[config.mk]
export PLATFORM = sky130hd
export DESIGN_NAME = irq_coalesce_top
export DESIGN_NICKNAME = d
export VERILOG_FILES = /design/src/rtl/irq_coal_pkg.sv /design/src/rtl/irq_unit_tick.sv /design/src/rtl/irq_cause_reg.sv /design/src/rtl/irq_periodic_gen.sv /design/src/rtl/irq_coal_timer.sv /design/src/rtl/irq_coalesce_top.sv
export SDC_FILE = /design/constraint.sdc
export NUM_CORES = 1
export LEC_CHECK = 0
export ABC_AREA = 1
export ABC_CLOCK_PERIOD_IN_PS = 2500
export BUFFER_PORTS_ARGS = -buffer_cell sky130_fd_sc_hd__buf_4
export CORE_MARGIN = 2
export CORE_UTILIZATION = 30
export CTS_CLUSTER_SIZE = 16
export DETAILED_ROUTE_END_ITERATION = 7
export SLEW_MARGIN = 20
export SYNTH_ARGS = -nofsm -noshare
export SYNTH_HDL_FRONTEND = slang
export SYNTH_SLANG_ARGS = --single-unit
[constraint.sdc]
create_clock -name clk_i -period 2.5 [get_ports clk_i]
set_clock_uncertainty 0.1 [all_clocks]
set_input_delay 0.375 -clock clk_i [delete_from_list [all_inputs] [get_ports clk_i]]
set_output_delay 0.375 -clock clk_i [all_outputs]
set_load 0.005 [all_outputs]
[src/rtl/irq_coal_pkg.sv]
package irq_coal_pkg;
  localparam int unsigned DW = 32;
  localparam int unsigned VW = 8;

  typedef enum logic [1:0] {
    ADDR_CTRL = 2'd0,
    ADDR_STAT = 2'd1,
    ADDR_MASK = 2'd2,
    ADDR_DMA  = 2'd3
  } reg_sel_e;

  // main status summary positions
  localparam int unsigned BIT_TX_SUM   = 27;
  localparam int unsigned BIT_PERIODIC = 28;
  localparam int unsigned BIT_ERR_SUM  = 29;
  localparam int unsigned BIT_RX_SUM   = 31;

  // DMA status positions
  localparam int unsigned DMA_TX0   = 0;
  localparam int unsigned DMA_TX1   = 1;
  localparam int unsigned DMA_RX0   = 16;
  localparam int unsigned DMA_RX1   = 17;
  localparam int unsigned DMA_HIPRI = 30;
  localparam int unsigned DMA_ERR   = 31;

  localparam logic [DW-1:0] DMA_TX_MASK  = (DW'(1) << DMA_TX0) | (DW'(1) << DMA_TX1);
  localparam logic [DW-1:0] DMA_RX_MASK  = (DW'(1) << DMA_RX0) | (DW'(1) << DMA_RX1)
                                         | (DW'(1) << DMA_HIPRI);
  localparam logic [DW-1:0] DMA_ERR_MASK = DW'(1) << DMA_ERR;
  localparam logic [DW-1:0] DMA_VALID    = DMA_TX_MASK | DMA_RX_MASK | DMA_ERR_MASK;

  localparam logic [VW-1:0] COAL_RESET = VW'(8'h40);
  localparam logic [VW-1:0] PER_RESET  = '0;
endpackage

[src/rtl/irq_unit_tick.sv]
module irq_unit_tick #(
  parameter int unsigned DIV = 4000
) (
  input  logic clk_i,
  input  logic rst_ni,
  output logic tick_o
);
  localparam int unsigned CW = (DIV > 1) ? $clog2(DIV) : 1;
  localparam logic [CW-1:0] LAST = CW'(DIV - 1);

  logic [CW-1:0] cnt_q;

  assign tick_o = (cnt_q == LAST);

  always_ff @(posedge clk_i or negedge rst_ni) begin
    if (!rst_ni)     cnt_q <= '0;
    else if (tick_o) cnt_q <= '0;
    else             cnt_q <= cnt_q + CW'(1);
  end

  generate
    if (DIV > 1) begin : g_spacing
      assert_tick_spacing_R8: assert property (@(posedge clk_i) disable iff (!rst_ni)
        tick_o |=> !tick_o);
    end
  endgenerate
endmodule

[src/rtl/irq_cause_reg.sv]
module irq_cause_reg #(
  parameter int unsigned W = 32
) (
  input  logic         clk_i,
  input  logic         rst_ni,
  input  logic [W-1:0] set_i,
  input  logic [W-1:0] clr_i,
  output logic [W-1:0] q_o
);
  logic [W-1:0] q_q;
  logic         armed_q;

  // set overrides a simultaneous clear
  always_ff @(posedge clk_i or negedge rst_ni) begin
    if (!rst_ni) begin
      q_q     <= '0;
      armed_q <= 1'b0;
    end else begin
      q_q     <= (q_q & ~clr_i) | set_i;
      armed_q <= 1'b1;
    end
  end

  assign q_o = q_q;

  assert_w1c_only_R2: assert property (@(posedge clk_i) disable iff (!rst_ni)
    armed_q |-> ((($past(q_q) & ~q_q) & ~$past(clr_i)) == '0));

  assert_set_wins_R3: assert property (@(posedge clk_i) disable iff (!rst_ni)
    armed_q |-> (($past(set_i) & ~q_q) == '0));
endmodule

[src/rtl/irq_periodic_gen.sv]
module irq_periodic_gen #(
  parameter int unsigned VW = 8
) (
  input  logic          clk_i,
  input  logic          rst_ni,
  input  logic          tick_i,
  input  logic [VW-1:0] period_i,
  input  logic          restart_i,
  output logic          evt_o
);
  logic [VW-1:0] cnt_q;
  logic [VW:0]   nxt;

  assign nxt   = {1'b0, cnt_q} + (VW+1)'(1);
  assign evt_o = (period_i != '0) && tick_i && (nxt >= {1'b0, period_i});

  always_ff @(posedge clk_i or negedge rst_ni) begin
    if (!rst_ni)                             cnt_q <= '0;
    else if (restart_i || period_i == '0)    cnt_q <= '0;
    else if (tick_i)                         cnt_q <= evt_o ? '0 : nxt[VW-1:0];
  end
endmodule

[src/rtl/irq_coal_timer.sv]
module irq_coal_timer #(
  parameter int unsigned VW = 8
) (
  input  logic          clk_i,
  input  logic          rst_ni,
  input  logic          tick_i,
  input  logic          pending_i,
  input  logic [VW-1:0] limit_i,
  output logic          expired_o
);
  logic          pend_q;
  logic          exp_q;
  logic [VW-1:0] cnt_q;
  logic [VW:0]   nxt;
  logic          rise;

  assign rise = pending_i && !pend_q;
  assign nxt  = {1'b0, cnt_q} + (VW+1)'(1);

  always_ff @(posedge clk_i or negedge rst_ni) begin
    if (!rst_ni) begin
      pend_q <= 1'b0;
      exp_q  <= 1'b0;
      cnt_q  <= '0;
    end else begin
      pend_q <= pending_i;
      if (rise || !pending_i) begin
        exp_q <= 1'b0;
        cnt_q <= '0;
      end else if (!exp_q && tick_i) begin
        if (nxt >= {1'b0, limit_i}) exp_q <= 1'b1;
        else                        cnt_q <= nxt[VW-1:0];
      end
    end
  end

  assign expired_o = exp_q;

  assert_expire_on_tick_R8: assert property (@(posedge clk_i) disable iff (!rst_ni)
    $rose(exp_q) |-> $past(tick_i));

  assert_expire_needs_pending_R8: assert property (@(posedge clk_i) disable iff (!rst_ni)
    exp_q |-> $past(pending_i));
endmodule

[src/rtl/irq_coalesce_top.sv]
module irq_coalesce_top
  import irq_coal_pkg::*;
#(
  parameter int unsigned TICK_DIV = 4000
) (
  input  logic          clk_i,
  input  logic          rst_ni,
  input  logic          reg_we_i,
  input  logic [1:0]    reg_addr_i,
  input  logic [DW-1:0] reg_wdata_i,
  output logic [DW-1:0] reg_rdata_o,
  input  logic [DW-1:0] hw_cause_i,
  input  logic [DW-1:0] dma_cause_i,
  output logic          irq_o
);
  logic ctrl_wr, stat_wr, mask_wr, dma_wr;

  always_comb begin
    ctrl_wr = reg_we_i && (reg_addr_i == ADDR_CTRL);
    stat_wr = reg_we_i && (reg_addr_i == ADDR_STAT);
    mask_wr = reg_we_i && (reg_addr_i == ADDR_MASK);
    dma_wr  = reg_we_i && (reg_addr_i == ADDR_DMA);
  end

  logic [VW-1:0] coal_q, per_q;
  logic [DW-1:0] mask_q;

  always_ff @(posedge clk_i or negedge rst_ni) begin
    if (!rst_ni) begin
      coal_q <= COAL_RESET;
      per_q  <= PER_RESET;
      mask_q <= '0;
    end else begin
      if (ctrl_wr) begin
        coal_q <= reg_wdata_i[VW-1:0];
        per_q  <= reg_wdata_i[2*VW-1:VW];
      end
      if (mask_wr) mask_q <= reg_wdata_i;
    end
  end

  logic tick;
  irq_unit_tick #(.DIV(TICK_DIV)) u_tick (
    .clk_i  (clk_i),
    .rst_ni (rst_ni),
    .tick_o (tick)
  );

  logic per_evt;
  irq_periodic_gen #(.VW(VW)) u_periodic (
    .clk_i     (clk_i),
    .rst_ni    (rst_ni),
    .tick_i    (tick),
    .period_i  (per_q),
    .restart_i (ctrl_wr),
    .evt_o     (per_evt)
  );

  logic [DW-1:0] dma_ev, main_set, main_clr, dma_clr;
  logic [DW-1:0] stat_q, dma_q;

  always_comb begin
    dma_ev   = dma_cause_i & DMA_VALID;
    main_set = hw_cause_i;
    main_set[BIT_RX_SUM]   = main_set[BIT_RX_SUM]   | (|(dma_ev & DMA_RX_MASK));
    main_set[BIT_TX_SUM]   = main_set[BIT_TX_SUM]   | (|(dma_ev & DMA_TX_MASK));
    main_set[BIT_ERR_SUM]  = main_set[BIT_ERR_SUM]  | (|(dma_ev & DMA_ERR_MASK));
    main_set[BIT_PERIODIC] = main_set[BIT_PERIODIC] | per_evt;
    main_clr = stat_wr ? reg_wdata_i : '0;
    dma_clr  = dma_wr  ? reg_wdata_i : '0;
  end

  irq_cause_reg #(.W(DW)) u_main_stat (
    .clk_i  (clk_i),
    .rst_ni (rst_ni),
    .set_i  (main_set),
    .clr_i  (main_clr),
    .q_o    (stat_q)
  );

  irq_cause_reg #(.W(DW)) u_dma_stat (
    .clk_i  (clk_i),
    .rst_ni (rst_ni),
    .set_i  (dma_ev),
    .clr_i  (dma_clr),
    .q_o    (dma_q)
  );

  logic masked_any, coal_exp;
  assign masked_any = |(stat_q & mask_q);

  irq_coal_timer #(.VW(VW)) u_coal (
    .clk_i     (clk_i),
    .rst_ni    (rst_ni),
    .tick_i    (tick),
    .pending_i (masked_any),
    .limit_i   (coal_q),
    .expired_o (coal_exp)
  );

  // high-priority receive skips the coalescing wait
  assign irq_o = masked_any && ((coal_q == '0) || coal_exp || dma_q[DMA_HIPRI]);

  always_comb begin
    unique case (reg_addr_i)
      ADDR_CTRL: reg_rdata_o = {{(DW-2*VW){1'b0}}, per_q, coal_q};
      ADDR_STAT: reg_rdata_o = stat_q;
      ADDR_MASK: reg_rdata_o = mask_q;
      default:   reg_rdata_o = dma_q;
    endcase
  end

  assert_mask_off_quiet_R6: assert property (@(posedge clk_i) disable iff (!rst_ni)
    (mask_wr && reg_wdata_i == '0) |=> !irq_o);

  assert_zero_coal_now_R7: assert property (@(posedge clk_i) disable iff (!rst_ni)
    (ctrl_wr && reg_wdata_i[VW-1:0] == '0 && masked_any) |=> irq_o);

  assert_hipri_bypass_R9: assert property (@(posedge clk_i) disable iff (!rst_ni)
    (dma_cause_i[DMA_HIPRI] && mask_q[BIT_RX_SUM] && !reg_we_i) |=> irq_o);

  assert_rx_summary_R5: assert property (@(posedge clk_i) disable iff (!rst_ni)
    (|(dma_cause_i & DMA_RX_MASK)) |=> stat_q[BIT_RX_SUM]);

  assert_err_summary_R5: assert property (@(posedge clk_i) disable iff (!rst_ni)
    dma_cause_i[DMA_ERR] |=> stat_q[BIT_ERR_SUM]);

  assert_periodic_source_R10: assert property (@(posedge clk_i) disable iff (!rst_ni)
    ($rose(stat_q[BIT_PERIODIC]) && !$past(hw_cause_i[BIT_PERIODIC])) |-> ($past(per_q) != '0));
endmodule

==> impl_metrics.json <==
{
  "slowest_stage": "dfrtp_1",
  "path_max_fanout": 9,
  "p_leak_nw": 4.57,
  "antenna_cells": 0,
  "antenna_found_initial": 0,
  "finalCriticalPeriod_ns": 2.29,
  "die_x_um": 158,
  "h-tree-depth": 4,
  "drc": 0,
  "synthCells": 894,
  "critPathLaunch": "u_coal.cnt_q[0]$_DFFE_PN0P_",
  "status": "complete, no violations",
  "hold_path.class": "input port to flip-flop",
  "drtIter0Drc": 392,
  "clk_transition_reported_paths_ns": 0.06,
  "portBuffers": 107,
  "rows": 56,
  "maxCapViolCount": 0,
  "synthMuxAreaShare_pct": 0.158,
  "highest_layer": "met4",
  "synth-compound-area-share_pct": 12.8,
  "finalCritPeriodShare_pct": 91.7,
  "startpoint_type": "flip-flop",
  "rr_endpoint": "u_coal.cnt_q[6]$_DFFE_PN0P_",
  "rr_startpoint": "u_coal.cnt_q[0]$_DFFE_PN0P_",
  "min_to": "u_main_stat.q_o[4]$_DFF_PN0_",
  "cts.sinks": 142,
  "post-dp-hpwl_mm": 13.9,
  "gr-usage-all-layers_pct": 16.2,
  "layout-drive-gt1-share_pct": 18.6,
  "io_pins": 134,
  "reg2regPathDepth": 15,
  "die-area_um2": 25100,
  "synth_fp_nets": 1014,
  "synthSimpleGateAreaFrac_pct": 23.4,
  "grt_pass1_wl_mm": 31.4,
  "utilization_pct": 38.8,
  "critPathRequiredTime_ns": 2.71,
  "total_power_mw": 6.02,
  "synth_fa_ha_area_share_pct": 3.33,
  "nNetsFinal": 1137,
  "vias_per_cell": 4.57,
  "ys_ff_latch": 142,
  "cts_tree": "yes",
  "avgRoutedWirePerCell_um": 14.3,
  "ir_drop_uv": 469,
  "setup_ws_ns": 0.207,
  "relSlewSlack_pct": 60.8,
  "arrival_ns": 2.51,
  "dr_wl_met2_mm": 9.41,
  "synth-edff-count": 0,
  "synth-xor-area-share_pct": 1.59,
  "finalSetupTns_ns": 0,
  "synth_ff_type": "dfrtp_1",
  "worst_hold_path.num_cells": 3,
  "first_pass_iters": 5,
  "fmax_mhz": 436,
  "wl_met3_um": 634,
  "wl_met1_mm": 8.92,
  "syn_area_um2": 7140,
  "area_delta_synth_final_pct": 27.0,
  "rsz0062_at_grt": "true",
  "synth_top_family_by_area": "simple AND/OR/NAND/NOR gates",
  "cts_buffers": 17,
  "dpl_worst_slack_ns": 0.110,
  "first_global_vias": 6234,
  "yosysTopAreaCellShare_pct": 49.4,
  "grt_start_max_net_pins": 56,
  "max_slew.worst_pin.slew_ns": 0.586,
  "synth.distinct_cells": 42,
  "gp_congestion": 0.801,
  "hold_viol": 0,
  "synth_area_leaders": "dfrtp_1, nand2_1, inv_1",
  "min_from": "hw_cause_i[4]",
  "cp_common_cell": "nand2_1",
  "gr-total-overflow": 0,
  "avgSynthCellArea_um2": 7.99,
  "setup_viol": 0,
  "yosysTopAreaCell": "dfrtp_1",
  "async_flop_share_pct": 100,
  "clk_path_buf_depth": 2,
  "fp.dieH_um": 158,
  "initial_core_util_pct": 30.5,
  "cts-root-buf": "clkbuf_16",
  "worstSetupEndpointType": "flip-flop",
  "ant_nets": 0,
  "ys_warn_count": 0,
  "slew_violations": 0,
  "clock_latency_ns": 0.43,
  "totalWireLength_mm": 19.2,
  "yosysMostFrequentCell": "nand2_1",
  "rrSetupSlack_ns": 0.21,
  "crit_chain": "ha_1, nand3_2, xnor2_2, ha_1, nand2_1, nor2_1, nand2_1, nand3_1, nand2_1, nand2_1, nand2_1, nand3_4, nand2_4, nand2_1, nand2_1",
  "core_area_um2": 23400,
  "cpPeakStageDelay_ns": 0.37,
  "ys_top_cells_by_count": "nand2_1, dfrtp_1, inv_1",
  "cellPowerDensity_nw_per_um2": 663,
  "timing.hold.ws_ns": 0.0218,
  "ys_seq_area_share_pct": 49.8,
  "crit_type": "flip-flop to flip-flop",
  "dr_total_vias": 6166
}
-- worst max-delay path, delay by kind of cell (launching register included) --
kind          cells  cell delay (ns)
simple gates     12             1.00
fa+ha+maj         2             0.51
flops             1             0.37
xor+xnor          1             0.18
-- flip-flops by register name (all words and copies together) (netlist names) --
register and flops:
u_dma_stat.q_o 32, u_periodic.cnt_q 8, coal_q 8, u_tick.cnt_q 12, mask_q 32, u_coal.expired_o 1, u_coal.cnt_q 8, u_main_stat.q_o 32
u_coal.pend_q 1, per_q 8
-- report_power, final --
group,switching [mW],internal (mW),leakage [nW],total [mW]
clock,1.02,1.52,0.286,2.55
combinational,0.513,0.385,2.58,0.898
sequential,0.110,2.47,1.70,2.57
total,1.64,4.37,4.57,6.02
-- per-stage QoR --
stage / area (um2) / cells
global route: 9070 / 1349
CTS: 9010 / 1347
detailed placement: 8410 / 1314
floorplan: 7140 / 894
global placement: 8410 / 1314
finish: 9070 / 1349
-- repair_timing --
| action | 4_1_cts | 5_1_grt |
|---|---|---|
| setup endpoints to repair | 0 | 17 |
| setup buffers | 0 | 2 |
| resized for setup | 0 | 9 |
| hold buffers | 1 | 0 |
| hold endpoints to repair | 43 | 0 |
-- how the worst max path moves through the flow --
stage,endpoint,slack (ns),depth (start not counted)
2_1_floorplan,u_main_stat.q_o[28]$_DFF_PN0_,0.39,15
3_3_place_gp,u_main_stat.q_o[28]$_DFF_PN0_,0.11,15
3_5_place_dp,u_main_stat.q_o[28]$_DFF_PN0_,0.11,15
4_1_cts,u_main_stat.q_o[28]$_DFF_PN0_,0.07,15
5_1_grt,u_coal.cnt_q[2]$_DFFE_PN0P_,-0.02,12
6_report,u_coal.cnt_q[6]$_DFFE_PN0P_,0.21,15
-- cell usage in the layout (no fill, tap or decap), types with 2 or more instances in the layout --
master / count
buf_4: 123
nor2_4: 3
nor2_2: 6
nand2_2: 2
xnor2_1: 2
o21ai_1: 82
inv_1: 136
buf_12: 2
nand4_1: 10
o2111ai_1: 15
nand2_4: 3
nand3_4: 2
xor2_1: 9
clkbuf_16: 17
nand2_1: 292
nand3_1: 23
dfrtp_1: 141
o221ai_1: 3
nor2_1: 40
ha_1: 19
bufinv_16: 2
o21bai_1: 2
o211ai_1: 8
nor3_1: 3
nor3_4: 3
clkbuf_8: 2
inv_2: 6
inv_6: 3
clkinv_2: 5
o21ai_0: 5
nor4_1: 3
a21boi_0: 6
a21oi_1: 25
clkinvlp_4: 3
a21boi_1: 7
-- cell families after synthesis --
group           count (synthesis)
compound gates                156
xor+xnor                       13
simple gates                  395
fa+ha+maj                      19
flops                         142
buf+inv                       168
mux                             1
-- final cells by class --
class / count / area [um2]
well taps: 319 / 399
clock buffers: 19 / 453
fillers: 2476 / 14300
multi-input cells: 584 / 3000
repair buffers: 127 / 985
flip-flops and latches: 142 / 3550
clock inverters: 13 / 138
inverters: 145 / 548
-- routing by layer --
metal / GRT usage, % / vias to the layer above
li1: - / 3079
met1: 20.8 / 2953
met2: 28.3 / 115
met3: 2.72 / 19
met4: 4.59 / 0
met5: 0 / -
No activity file was read; power rests on OpenSTA's default activity.
